==> src/rtl/eis_pkg.sv <==
package eis_pkg;
  typedef enum logic [1:0] {
    SNS_LOW  = 2'b00,
    SNS_RSVD = 2'b01,
    SNS_FALL = 2'b10,
    SNS_RISE = 2'b11
  } sense_e;
endpackage

==> src/rtl/eis_sync.sv <==
module eis_sync #(
  parameter int   STAGES    = 2,
  parameter logic RESET_VAL = 1'b1
) (
  input  logic clk,
  input  logic rst_n,
  input  logic d_i,
  output logic q_o
);
  logic [STAGES-1:0] st_q;

  always_ff @(posedge clk or negedge rst_n) begin
    if (!rst_n) st_q[0] <= RESET_VAL;
    else        st_q[0] <= d_i;
  end

  for (genvar i = 1; i < STAGES; i++) begin : g_stage
    always_ff @(posedge clk or negedge rst_n) begin
      if (!rst_n) st_q[i] <= RESET_VAL;
      else        st_q[i] <= st_q[i-1];
    end
  end

  assign q_o = st_q[STAGES-1];
endmodule

==> src/rtl/eis_edge.sv <==
module eis_edge
  import eis_pkg::*;
(
  input  logic   clk,
  input  logic   rst_n,
  input  logic   sync_i,
  input  logic   clk_run_i,
  input  sense_e sense_i,
  output logic   hit_o
);
  logic prev_q;
  logic fall, rise, sel;

  // history register follows the synchronizer even while halted,
  // so a change made during a halt leaves no stale difference
  always_ff @(posedge clk or negedge rst_n) begin
    if (!rst_n) prev_q <= 1'b1;
    else        prev_q <= sync_i;
  end

  assign fall = prev_q & ~sync_i;
  assign rise = ~prev_q & sync_i;

  always_comb begin
    unique case (sense_i)
      SNS_FALL: sel = fall;
      SNS_RISE: sel = rise;
      default:  sel = 1'b0;
    endcase
  end

  assign hit_o = clk_run_i & sel;
endmodule

==> src/rtl/eis_flag.sv <==
module eis_flag (
  input  logic clk,
  input  logic rst_n,
  input  logic set_i,
  input  logic clr_i,
  output logic flag_o
);
  always_ff @(posedge clk or negedge rst_n) begin
    if (!rst_n)     flag_o <= 1'b0;
    else if (set_i) flag_o <= 1'b1;
    else if (clr_i) flag_o <= 1'b0;
  end
endmodule

==> src/rtl/ext_irq_sense.sv <==
module ext_irq_sense
  import eis_pkg::*;
#(
  parameter int SYNC_STAGES = 2
) (
  input  logic       clk,
  input  logic       rst_n,
  input  logic       pin_i,
  input  logic [1:0] sense_i,
  input  logic       irq_en_i,
  input  logic       clk_run_i,
  input  logic       flag_clr_i,
  input  logic       irq_ack_i,
  output logic       irq_flag_o,
  output logic       irq_req_o,
  output logic       wake_o
);
  sense_e mode;
  logic   pin_sync;
  logic   edge_hit;
  logic   low_mode;
  logic   level_low;

  assign mode     = sense_e'(sense_i);
  assign low_mode = (mode == SNS_LOW);

  eis_sync #(.STAGES(SYNC_STAGES), .RESET_VAL(1'b1)) u_sync (
    .clk   (clk),
    .rst_n (rst_n),
    .d_i   (pin_i),
    .q_o   (pin_sync)
  );

  eis_edge u_edge (
    .clk       (clk),
    .rst_n     (rst_n),
    .sync_i    (pin_sync),
    .clk_run_i (clk_run_i),
    .sense_i   (mode),
    .hit_o     (edge_hit)
  );

  eis_flag u_flag (
    .clk    (clk),
    .rst_n  (rst_n),
    .set_i  (edge_hit),
    .clr_i  (flag_clr_i | irq_ack_i),
    .flag_o (irq_flag_o)
  );

  assign level_low = low_mode & ~pin_sync;
  assign irq_req_o = irq_en_i & (irq_flag_o | level_low);
  // raw pin path: usable with the I/O clock stopped
  assign wake_o    = irq_en_i & low_mode & ~pin_i;
endmodule

==> config.mk <==
export PLATFORM = sky130hd
export DESIGN_NAME = ext_irq_sense
export DESIGN_NICKNAME = d
export VERILOG_FILES = /design/src/rtl/eis_pkg.sv /design/src/rtl/eis_sync.sv /design/src/rtl/eis_edge.sv /design/src/rtl/eis_flag.sv /design/src/rtl/ext_irq_sense.sv
export SDC_FILE = /design/constraint.sdc
export NUM_CORES = 1
export LEC_CHECK = 0
export ABC_AREA = 0
export BUFFER_PORTS_ARGS = -buffer_cell sky130_fd_sc_hd__buf_2
export CAP_MARGIN = 20
export CORE_AREA = 4 4 41 43
export CTS_CLUSTER_DIAMETER = 80
export CTS_CLUSTER_SIZE = 8
export DETAILED_ROUTE_END_ITERATION = 16
export DIE_AREA = 0 0 45 47
export SLEW_MARGIN = 20
export SYNTH_ARGS = -nofsm -noshare
export SYNTH_HDL_FRONTEND = slang
export SYNTH_SLANG_ARGS = --single-unit
==> constraint.sdc <==
create_clock -name clk -period 1.2 [get_ports clk]
set_input_delay 0.24 -clock clk [delete_from_list [all_inputs] [get_ports clk]]
set_output_delay 0.24 -clock clk [all_outputs]
set_load 0.01 [all_outputs]
# Word level (Yosys, flattened, before mapping)
# Index checks and enable logic that the tools add are counted.
[totals]
ff_bits = 4
latchBits = 0
mem_bits_rw = 0
mem_bits_ro = 0
input_bits = 9
output_inout_bits = 3
wordCells = 23
memories = 0
[op_classes]
add_sub_neg = 0
n_mul = 0
div = 0
magnitude_cmp = 0
n_eq_ne = 2
shifts = 0
muxes = 3
n_bitwise = 12
reduce_logical = 2
[op_table]
columns = ["op", "count"]
rows = [
  ["AND 1 bit", 7],
  ["equality test 2 bit, second input constant", 2],
  ["NOT 1 bit", 3],
  ["zero test 2 bit", 1],
  ["2-to-1 mux 1 bit", 2],
  ["bitwise OR 1 bit", 2],
  ["case mux 1 bit (2 select lines)", 1],
  ["nonzero test 2 bit", 1],
]

# Longest topological paths before layout
# Gate-level depths: netlist (run 1).
[depth]
word_depth = 5
mapped_depth = 3
depth_no_buf = 3

# Modules after synthesis
# A second synthesis (run 1) with hierarchy kept.
[unflattened]
hier_cells = 14
area_unflattened_um2 = 178.9
[modules_own_cells]
columns = ["module", "instances", "cells_each", "area_each_um2"]
rows = [
  ["eis_sync", 1, 2, 52.6],
  ["eis_edge", 1, 5, 51.3],
  ["ext_irq_sense", 1, 4, 38.8],
  ["eis_flag", 1, 3, 36.3],
]

# Worst setup path after synthesis (run 1)
# OpenSTA, ideal clock, no wires.
[synth_path]
path_kind = "register to register"
startpoint = "register u_sync.st_q[1], in the netlist u_sync.q_o"
endpoint = "register u_flag.flag_o"
arrival_ns = 0.925
required_ns = 1.079
path_slack_ns = 0.154
stages_incl_launch_ff = 4
synth_period_minus_slack_ns = 1.046
path_cell_list = "dfstp_2 nand2b_1 o22ai_1 a32o_2"
[synth_via]
elab_chain_cells = 5
elab_cells_between_ends = 7
cone_classes = "mux (2); bitwise (4); reduce/logical (1)"
[synth_rtl]
columns = ["element", "line_no", "rtl"]
rows = [
  ["start, declared", "eis_sync.sv:10", "logic [STAGES-1:0] st_q;"],
  ["start signal, assigned by index", "eis_sync.sv:20", "else st_q[i] <= st_q[i-1];"],
  ["NOT 1 bit", "eis_edge.sv:21", "assign fall = prev_q & ~sync_i;"],
  ["AND 1 bit", "eis_edge.sv:21", ""],
  ["case mux 1 bit (2 select lines) (*)", "eis_edge.sv:25", "unique case (sense_i)"],
  ["AND 1 bit (*)", "eis_edge.sv:32", "assign hit_o = clk_run_i & sel;"],
  ["2-to-1 mux 1 bit / nonzero test 2 bit (equally long branches)", "-", ""],
  ["end signal, assigned", "eis_flag.sv:9", "if (!rst_n) flag_o <= 1'b0;"],
  ["end signal, assigned", "eis_flag.sv:10", "else if (set_i) flag_o <= 1'b1;"],
  ["end signal, assigned", "eis_flag.sv:11", "else if (clr_i) flag_o <= 1'b0;"],
  ["end, declared", "eis_flag.sv:6", "output logic flag_o"],
]
# Every way passes the cells marked *; elsewhere a longest branch is shown, timed or not.
# A chain may end at the register's enable or synchronous reset.

# Worst setup path in the final report (run 1)
[layout_path]
startpoint = "register u_sync.st_q[1], in the netlist u_sync.q_o"
endpoint = "output port irq_req_o"
[layout_via]
elab_chain_cells = 4
[layout_rtl]
columns = ["element", "line_no", "rtl"]
rows = [
  ["NOT 1 bit", "ext_irq_sense.sv:51", "assign level_low = low_mode & ~pin_sync;"],
  ["AND 1 bit", "ext_irq_sense.sv:51", ""],
  ["bitwise OR 1 bit", "ext_irq_sense.sv:52", "assign irq_req_o = irq_en_i & (irq_flag_o | level_low);"],
  ["AND 1 bit", "ext_irq_sense.sv:52", ""],
  ["end, declared", "ext_irq_sense.sv:15", "output logic irq_req_o,"],
]
# Every way passes these cells.

==> results.py, run 1 <==
metrics = {
    "power": {
        "p_total_mw": 0.380,
        "power.ir.vdd_worst_mv": 0.544,
        "leakage_nw": 0.144,
        "power_density_mw_per_mm2": 1310,
    },
    "global_routing": {
        "pin_count_of_the_biggest_net_entering_global_routing": 5,
        "grt_pass1_vias": 163,
        "grt_overflow_total": 0,
        "grt_pass1_wl_um": 731,
        "global_route_usage_over_all_layers_pct": 5.56,
        "antenna_violations_before_repair": 0,
    },
    "timing": {
        "finalWorstPathRequiredPeriod_ps": 1320,
        "setup-tns-final_ps": -157,
        "finalMaxSlewViolations": 0,
        "final_number_of_setup_violating_endpoints": 2,
        "timing.final.ws_setup_ps": -119,
        "max_slew_margin_pct": 85.6,
        "setup_repair_after_global_routing_missed_its_margin": "yes",
        "max_slew.worst_pin.slew_ps": 212,
        "min_period_over_period_pct": 110,
        "max_freq_ghz": 0.758,
        "hold_violations": 0,
        "timing.clock.skew_ps": 13.8,
        "holdWs_ps": 121,
    },
    "job": {
        "max_cap_violations": 0,
    },
    "drt": {
        "route.antenna.remaining_nets": 0,
        "vias": 170,
        "drt_first_pass_iters": 3,
        "detail_route.wirelength_um": 458,
        "drt_drc_violations_left": 0,
        "vias_per_cell": 3.78,
        "detail_route.wl_per_cell_um": 10.2,
        "first_iter_violations": 4,
    },
    "yosys": {
        "synth-simple-area-share_pct": 17.6,
        "yosys.area.top_type": "sky130_fd_sc_hd__dfstp_2",
        "synth_top_area_share_pct": 50.4,
        "synth_seq_cells": 4,
        "synth_top_family_by_area": "simple AND/OR/NAND/NOR gates",
        "synth_area_per_cell_um2": 13.0,
        "async_reset_ff_share_pct": 100,
        "synth-xor-area-share_pct": 0,
        "top_flip_flop_cell_by_instance_count_after_synthesis": "sky130_fd_sc_hd__dfstp_2",
        "syn-cell-area_um2": 156,
        "synth_compound_area_share_pct": 16.0,
        "synth_cell_types": 10,
        "synth_mux_area_share_pct": 0,
        "netlist_instances": 12,
        "yosysWarningCount": 0,
        "synth_sequential_area_ratio_pct": 66.4,
        "leading_cell_type_by_number_of_instances_after_synthesis": "sky130_fd_sc_hd__dfstp_2",
        "synth-edff-count": 0,
        "synth-adder-area-share_pct": 0,
        "yosys-top-cells-area": "sky130_fd_sc_hd__dfstp_2 50%, sky130_fd_sc_hd__dfrtp_1 16%, sky130_fd_sc_hd__a32o_2 7.2%, sky130_fd_sc_hd__nor4b_1 5.6%, sky130_fd_sc_hd__o21a_1 4.8%",
        "syn_nets": 21,
    },
    "clock_tree": {
        "clk_pin_slew_ps": 30,
        "cts_buffers": 3,
        "sink_count_of_the_clock_tree": 4,
        "cts-root-to-sink-buffers": 2,
        "cts_tree": "done",
        "worstSkewPairLatency_ps": 240,
        "h-tree-depth": 1,
        "root_buffer": "sky130_fd_sc_hd__clkbuf_4",
    },
    "cells_and_area": {
        "utilization_pct": 22.3,
        "drive_above_1_share_pct": 70.0,
        "final_nets": 40,
        "fillerInstances": 160,
        "insertedDiodeCount": 0,
        "finalInstanceArea_um2": 290,
        "layout-area-overhead-vs-synth_pct": 85.6,
    },
    "run_status": {
        "violations": "setup timing",
        "outcome": "finished, violations left",
    },
    "die": {
        "die_area_mm2": 0.00212,
        "initial_utilization_pct": 12.0,
        "standard_cell_rows": 13,
        "chipHeight_um": 47,
        "floorplan.die.width_um": 45,
        "ioPinCount": 12,
        "core_region_area_mm2": 0.00130,
    },
    "placed_design": {
        "place_area_um2": 230,
        "place.port_buffers": 11,
        "dpl.hpwl_um": 367,
        "gp_routability_congestion": 0.574,
    },
    "worst_setup_path": {
        "critical_path_required_ps": 960,
        "worstSetupEndpointType": "output port",
        "worst_path_max_fanout": 2,
        "crit_type": "flop to output port",
        "setup.worst_path.start_class": "flop",
        "worst-endpoint-arrival_ps": 1080,
    },
    "worst_hold_path": {
        "worstHoldPathType": "input pin to flop",
    },
}
[cells by family after synthesis]
logic type       after synthesis
AO/OA/AOI/OAI                  3
flip-flops                     4
AND/OR/NAND/NOR                5
[layout make-up]
class                           instances  area [um^2]  area share [%]
Tap cell                               15         18.8            6.47
Clock buffer                            4         26.3            9.05
Sequential cell                         4          104            35.8
Multi-Input combinational cell          8         57.6            19.8
Timing Repair Buffer                   14         83.8            28.9
[sequential cells by signal, indices dropped and copies added, names as in the netlist]
register       cells
u_sync.q_o         1
u_sync.st_q        1
u_flag.flag_o      1
u_edge.prev_q      1
[per-layer routing]
metal | track usage [%] | wire [um]
met5 | 0 | 0
met4 | 3.51 | 11
met3 | 5.36 | 67
met2 | 5.93 | 142
met1 | 6.70 | 237
[per-stage QoR]
| step | worst slack (ps) | cells |
|---|---|---|
| 2_1_floorplan | 154 | 12 |
| 3_3_place_gp | 94.9 | 38 |
| 3_5_place_dp | 86.9 | 38 |
| 4_1_cts | -135 | 44 |
| 5_1_grt | -150 | 45 |
| 6_report | -119 | 45 |
[worst max-delay path, stage by stage (launching register included)]
cell and delay, ps:
sky130_fd_sc_hd__dfstp_2 530, sky130_fd_sc_hd__nor3_2 40, sky130_fd_sc_hd__o21a_1 150, sky130_fd_sc_hd__buf_2 130
[layout by cell type (no fill, tap or decap)]
cell type,netlist,layout
sky130_fd_sc_hd__nand2_1,1,1
sky130_fd_sc_hd__o22ai_1,1,1
sky130_fd_sc_hd__o21a_1,1,1
sky130_fd_sc_hd__buf_6,0,1
sky130_fd_sc_hd__nor2_1,1,1
sky130_fd_sc_hd__buf_4,0,1
sky130_fd_sc_hd__nand2b_1,1,1
sky130_fd_sc_hd__nor3_2,0,1
sky130_fd_sc_hd__dfrtp_1,1,1
sky130_fd_sc_hd__dlygate4sd3_1,0,1
sky130_fd_sc_hd__a32o_2,1,1
sky130_fd_sc_hd__clkbuf_1,0,1
sky130_fd_sc_hd__dfstp_2,3,3
sky130_fd_sc_hd__nor4b_1,1,1
sky130_fd_sc_hd__clkbuf_4,0,3
sky130_fd_sc_hd__buf_2,0,11
[where the power goes]
| part | internal (mW) | switching [mW] | total (mW) |
|---|---|---|---|
| sequential | 0.146 | 0.00401 | 0.150 |
| combinational | 0.0257 | 0.0182 | 0.0440 |
| clock | 0.125 | 0.0606 | 0.186 |
[worst paths after layout]
path,to,cells past startpoint,slack [ps],start
max,irq_req_o,3,-120,u_sync.q_o$_DFF_PN1_
min,u_sync.st_q[0]$_DFF_PN1_,1,120,pin_i
max reg2reg,u_flag.flag_o$_DFFE_PN0P_,5,-40,u_sync.q_o$_DFF_PN1_
min reg2reg,u_sync.q_o$_DFF_PN1_,0,350,u_sync.st_q[0]$_DFF_PN1_
max in group asynchronous,u_sync.q_o$_DFF_PN1_,2,650,rst_n
min in group asynchronous,u_flag.flag_o$_DFFE_PN0P_,2,330,rst_n
[repair_timing]
| action | 4_1_cts | 5_1_grt |
|---|---|---|
| gates cloned | 0 | 0 |
| setup endpoints to repair | 1 | 2 |
| resized for setup | 1 | 1 |
| hold buffers | 1 | 0 |
| endpoints found under the hold margin | 4 | 0 |
| buffers inserted | 1 | 1 |
| pin swaps | 1 | 2 |
No activity file was read; power rests on OpenSTA's default activity.
==> inputs of run 2 (changes only) <==
RECOVER_POWER = 25   (was default)
==> run 2 against run 1 <==
  * The flow still finishes with violations (setup timing)
  * Cell area decreased by 0.43%
  * Hold slack unchanged
  * Via count is the same
  * Core utilization is 0.096 points lower
  * Final cell count unchanged
==> results.py, run 2 (same netlist as run 1, synthesis figures left out) <==
metrics = {
    "run_status": {
        "outcome": "finished, violations left",
        "violations": "setup timing",
    },
    "placed_design": {
        "place.port_buffers": 11,
        "gp_routability_congestion": 0.574,
        "dp.cells": 38,
        "dpl.hpwl_um": 367,
        "dp_worst_setup_slack_ps": 86.9,
    },
    "die": {
        "core_region_area_mm2": 0.00130,
        "die_area_mm2": 0.00212,
        "initial_utilization_pct": 12.0,
        "chipHeight_um": 47,
        "floorplan.die.width_um": 45,
        "standard_cell_rows": 13,
        "ioPinCount": 12,
    },
    "timing": {
        "hold_violations": 0,
        "finalMaxSlewViolations": 0,
        "timing.clock.skew_ps": 13.8,
        "timing.final.ws_setup_ps": -119,
        "min_period_over_period_pct": 110,
        "max_slew.worst_pin.slew_ps": 212,
        "max_slew_margin_pct": 85.6,
        "holdWs_ps": 121,
        "finalWorstPathRequiredPeriod_ps": 1320,
        "setup_repair_after_global_routing_missed_its_margin": "yes",
        "max_freq_ghz": 0.758,
        "final_number_of_setup_violating_endpoints": 2,
    },
    "worst_setup_path": {
        "worstPathCellList": "nor3_2 -> o21a_1 -> buf_2",
        "crit_type": "flop to output port",
        "regToRegStartpoint": "u_sync.q_o$_DFF_PN1_",
        "worst_path_max_delay_cell": "sky130_fd_sc_hd__dfstp_2",
        "max_stage_delay_ps": 530,
        "setup.worst_path.start_class": "flop",
        "worst-endpoint-arrival_ps": 1080,
        "cell_family_with_the_largest_share_of_critical_path_delay": "flip-flops",
        "critPathBufInv": 1,
        "worstSetupEndpointType": "output port",
        "critical_path.startpoint": "u_sync.q_o$_DFF_PN1_",
        "worst_path_max_fanout": 2,
        "critical_path_required_ps": 960,
    },
    "power": {
        "comb_power_share_pct": 11.5,
        "power.internal_mw": 0.296,
        "clkPwrFrac_pct": 48.9,
        "switching_share_pct": 21.9,
        "power_frac_seq_pct": 39.6,
        "leakage_nw": 0.141,
        "power.ir.vdd_worst_mv": 0.544,
        "p_switching_mw": 0.0829,
        "power_density_mw_per_mm2": 1310,
    },
    "cells_and_area": {
        "leading_cell_type_in_the_layout_fill_and_taps_excluded": "sky130_fd_sc_hd__buf_2",
        "fillerInstances": 161,
        "final_nets": 40,
        "drive_above_1_share_pct": 66.7,
        "post_layout_nonfiller_instances": 45,
        "final_cell_mix": "10 x sky130_fd_sc_hd__buf_2, 3 x sky130_fd_sc_hd__clkbuf_4, 3 x sky130_fd_sc_hd__dfstp_2, 2 x sky130_fd_sc_hd__clkbuf_1",
        "layout-area-overhead-vs-synth_pct": 84.8,
        "utilization_pct": 22.2,
        "insertedDiodeCount": 0,
    },
    "drt": {
        "vias_per_cell": 3.78,
        "drt_drc_violations_left": 0,
        "vias": 170,
        "drt_first_pass_iters": 3,
        "route.antenna.remaining_nets": 0,
        "first_iter_violations": 4,
        "detail_route.wl_per_cell_um": 10.1,
        "detail_route.wirelength_um": 456,
    },
    "global_routing": {
        "grt_pass1_wl_um": 731,
        "global_route_usage_over_all_layers_pct": 5.56,
        "pin_count_of_the_biggest_net_entering_global_routing": 5,
        "grt_pass1_vias": 163,
        "grt_overflow_total": 0,
        "antenna_violations_before_repair": 0,
    },
    "clock_tree": {
        "cts-root-to-sink-buffers": 2,
        "root_buffer": "sky130_fd_sc_hd__clkbuf_4",
        "worstSkewPairLatency_ps": 240,
        "clk_pin_slew_ps": 30,
        "sink_count_of_the_clock_tree": 4,
        "cts_buffers": 3,
        "cts_tree": "done",
        "h-tree-depth": 1,
    },
    "worst_hold_path": {
        "worstHoldPathType": "input pin to flop",
        "min-delay-start": "pin_i",
    },
    "job": {
        "max_cap_violations": 0,
    },
}
[run 2: changes by cell type in the layout (fill, tap and decap cells not counted), sizes merged]
cell,change
clkbuf,+1
buf,-1
[run 2: timing repair]
action	CTS	global route
resized for setup	1	1
setup endpoints to repair	1	2
cloned	0	0
hold buffers	1	0
hold endpoints to repair	4	0
pin swaps	1	2
buffers inserted	1	1
[run 2: power by group through the flow]
stage,clock network [mW],registers (mW),logic [mW]
after global placement,0,0.152,0.0338
after CTS,0.195,0.150,0.0411
after floorplan,0,0.152,0.0104
after global routing,0.203,0.151,0.0481
after detailed placement,0,0.152,0.0341
final,0.186,0.150,0.0435
[run 2: through the flow]
step	setup TNS (ps)	area, um^2	power, mW
final	-157	289	0.379
after global placement	0	230	0.185
after global routing	-248	289	0.403
after floorplan	0	156	0.162
after detailed placement	0	230	0.186
after CTS	-135	279	0.386
[run 2: worst paths after layout]
path | to | slack (ps) | cells after the start
hold / removal | u_sync.st_q[0]$_DFF_PN1_ | 120 | 1
hold reg to reg | u_sync.q_o$_DFF_PN1_ | 350 | 0
setup / recovery | irq_req_o | -120 | 3
max in group asynchronous | u_sync.q_o$_DFF_PN1_ | 580 | 2
min in group asynchronous | u_flag.flag_o$_DFFE_PN0P_ | 350 | 2
setup reg to reg | u_flag.flag_o$_DFFE_PN0P_ | -40 | 5
[run 2: area by class of cell]
type	count	area (um^2)	area share [%]
Clock buffer	4	26.3	9.09
Multi-Input combinational cell	8	57.6	19.9
Sequential cell	4	104	35.9
Tap cell	15	18.8	6.49
Timing Repair Buffer	14	82.6	28.6
[run 2: per-layer routing]
metal  vias to the layer above  routed length [um]  global-route usage, %
met5                         -                   0                      0
met4                         0                  11                   3.51
met3                         2                  67                   5.36
met2                        12                 142                   5.93
met1                        74                 235                   6.70
li1                         82                   -                      -
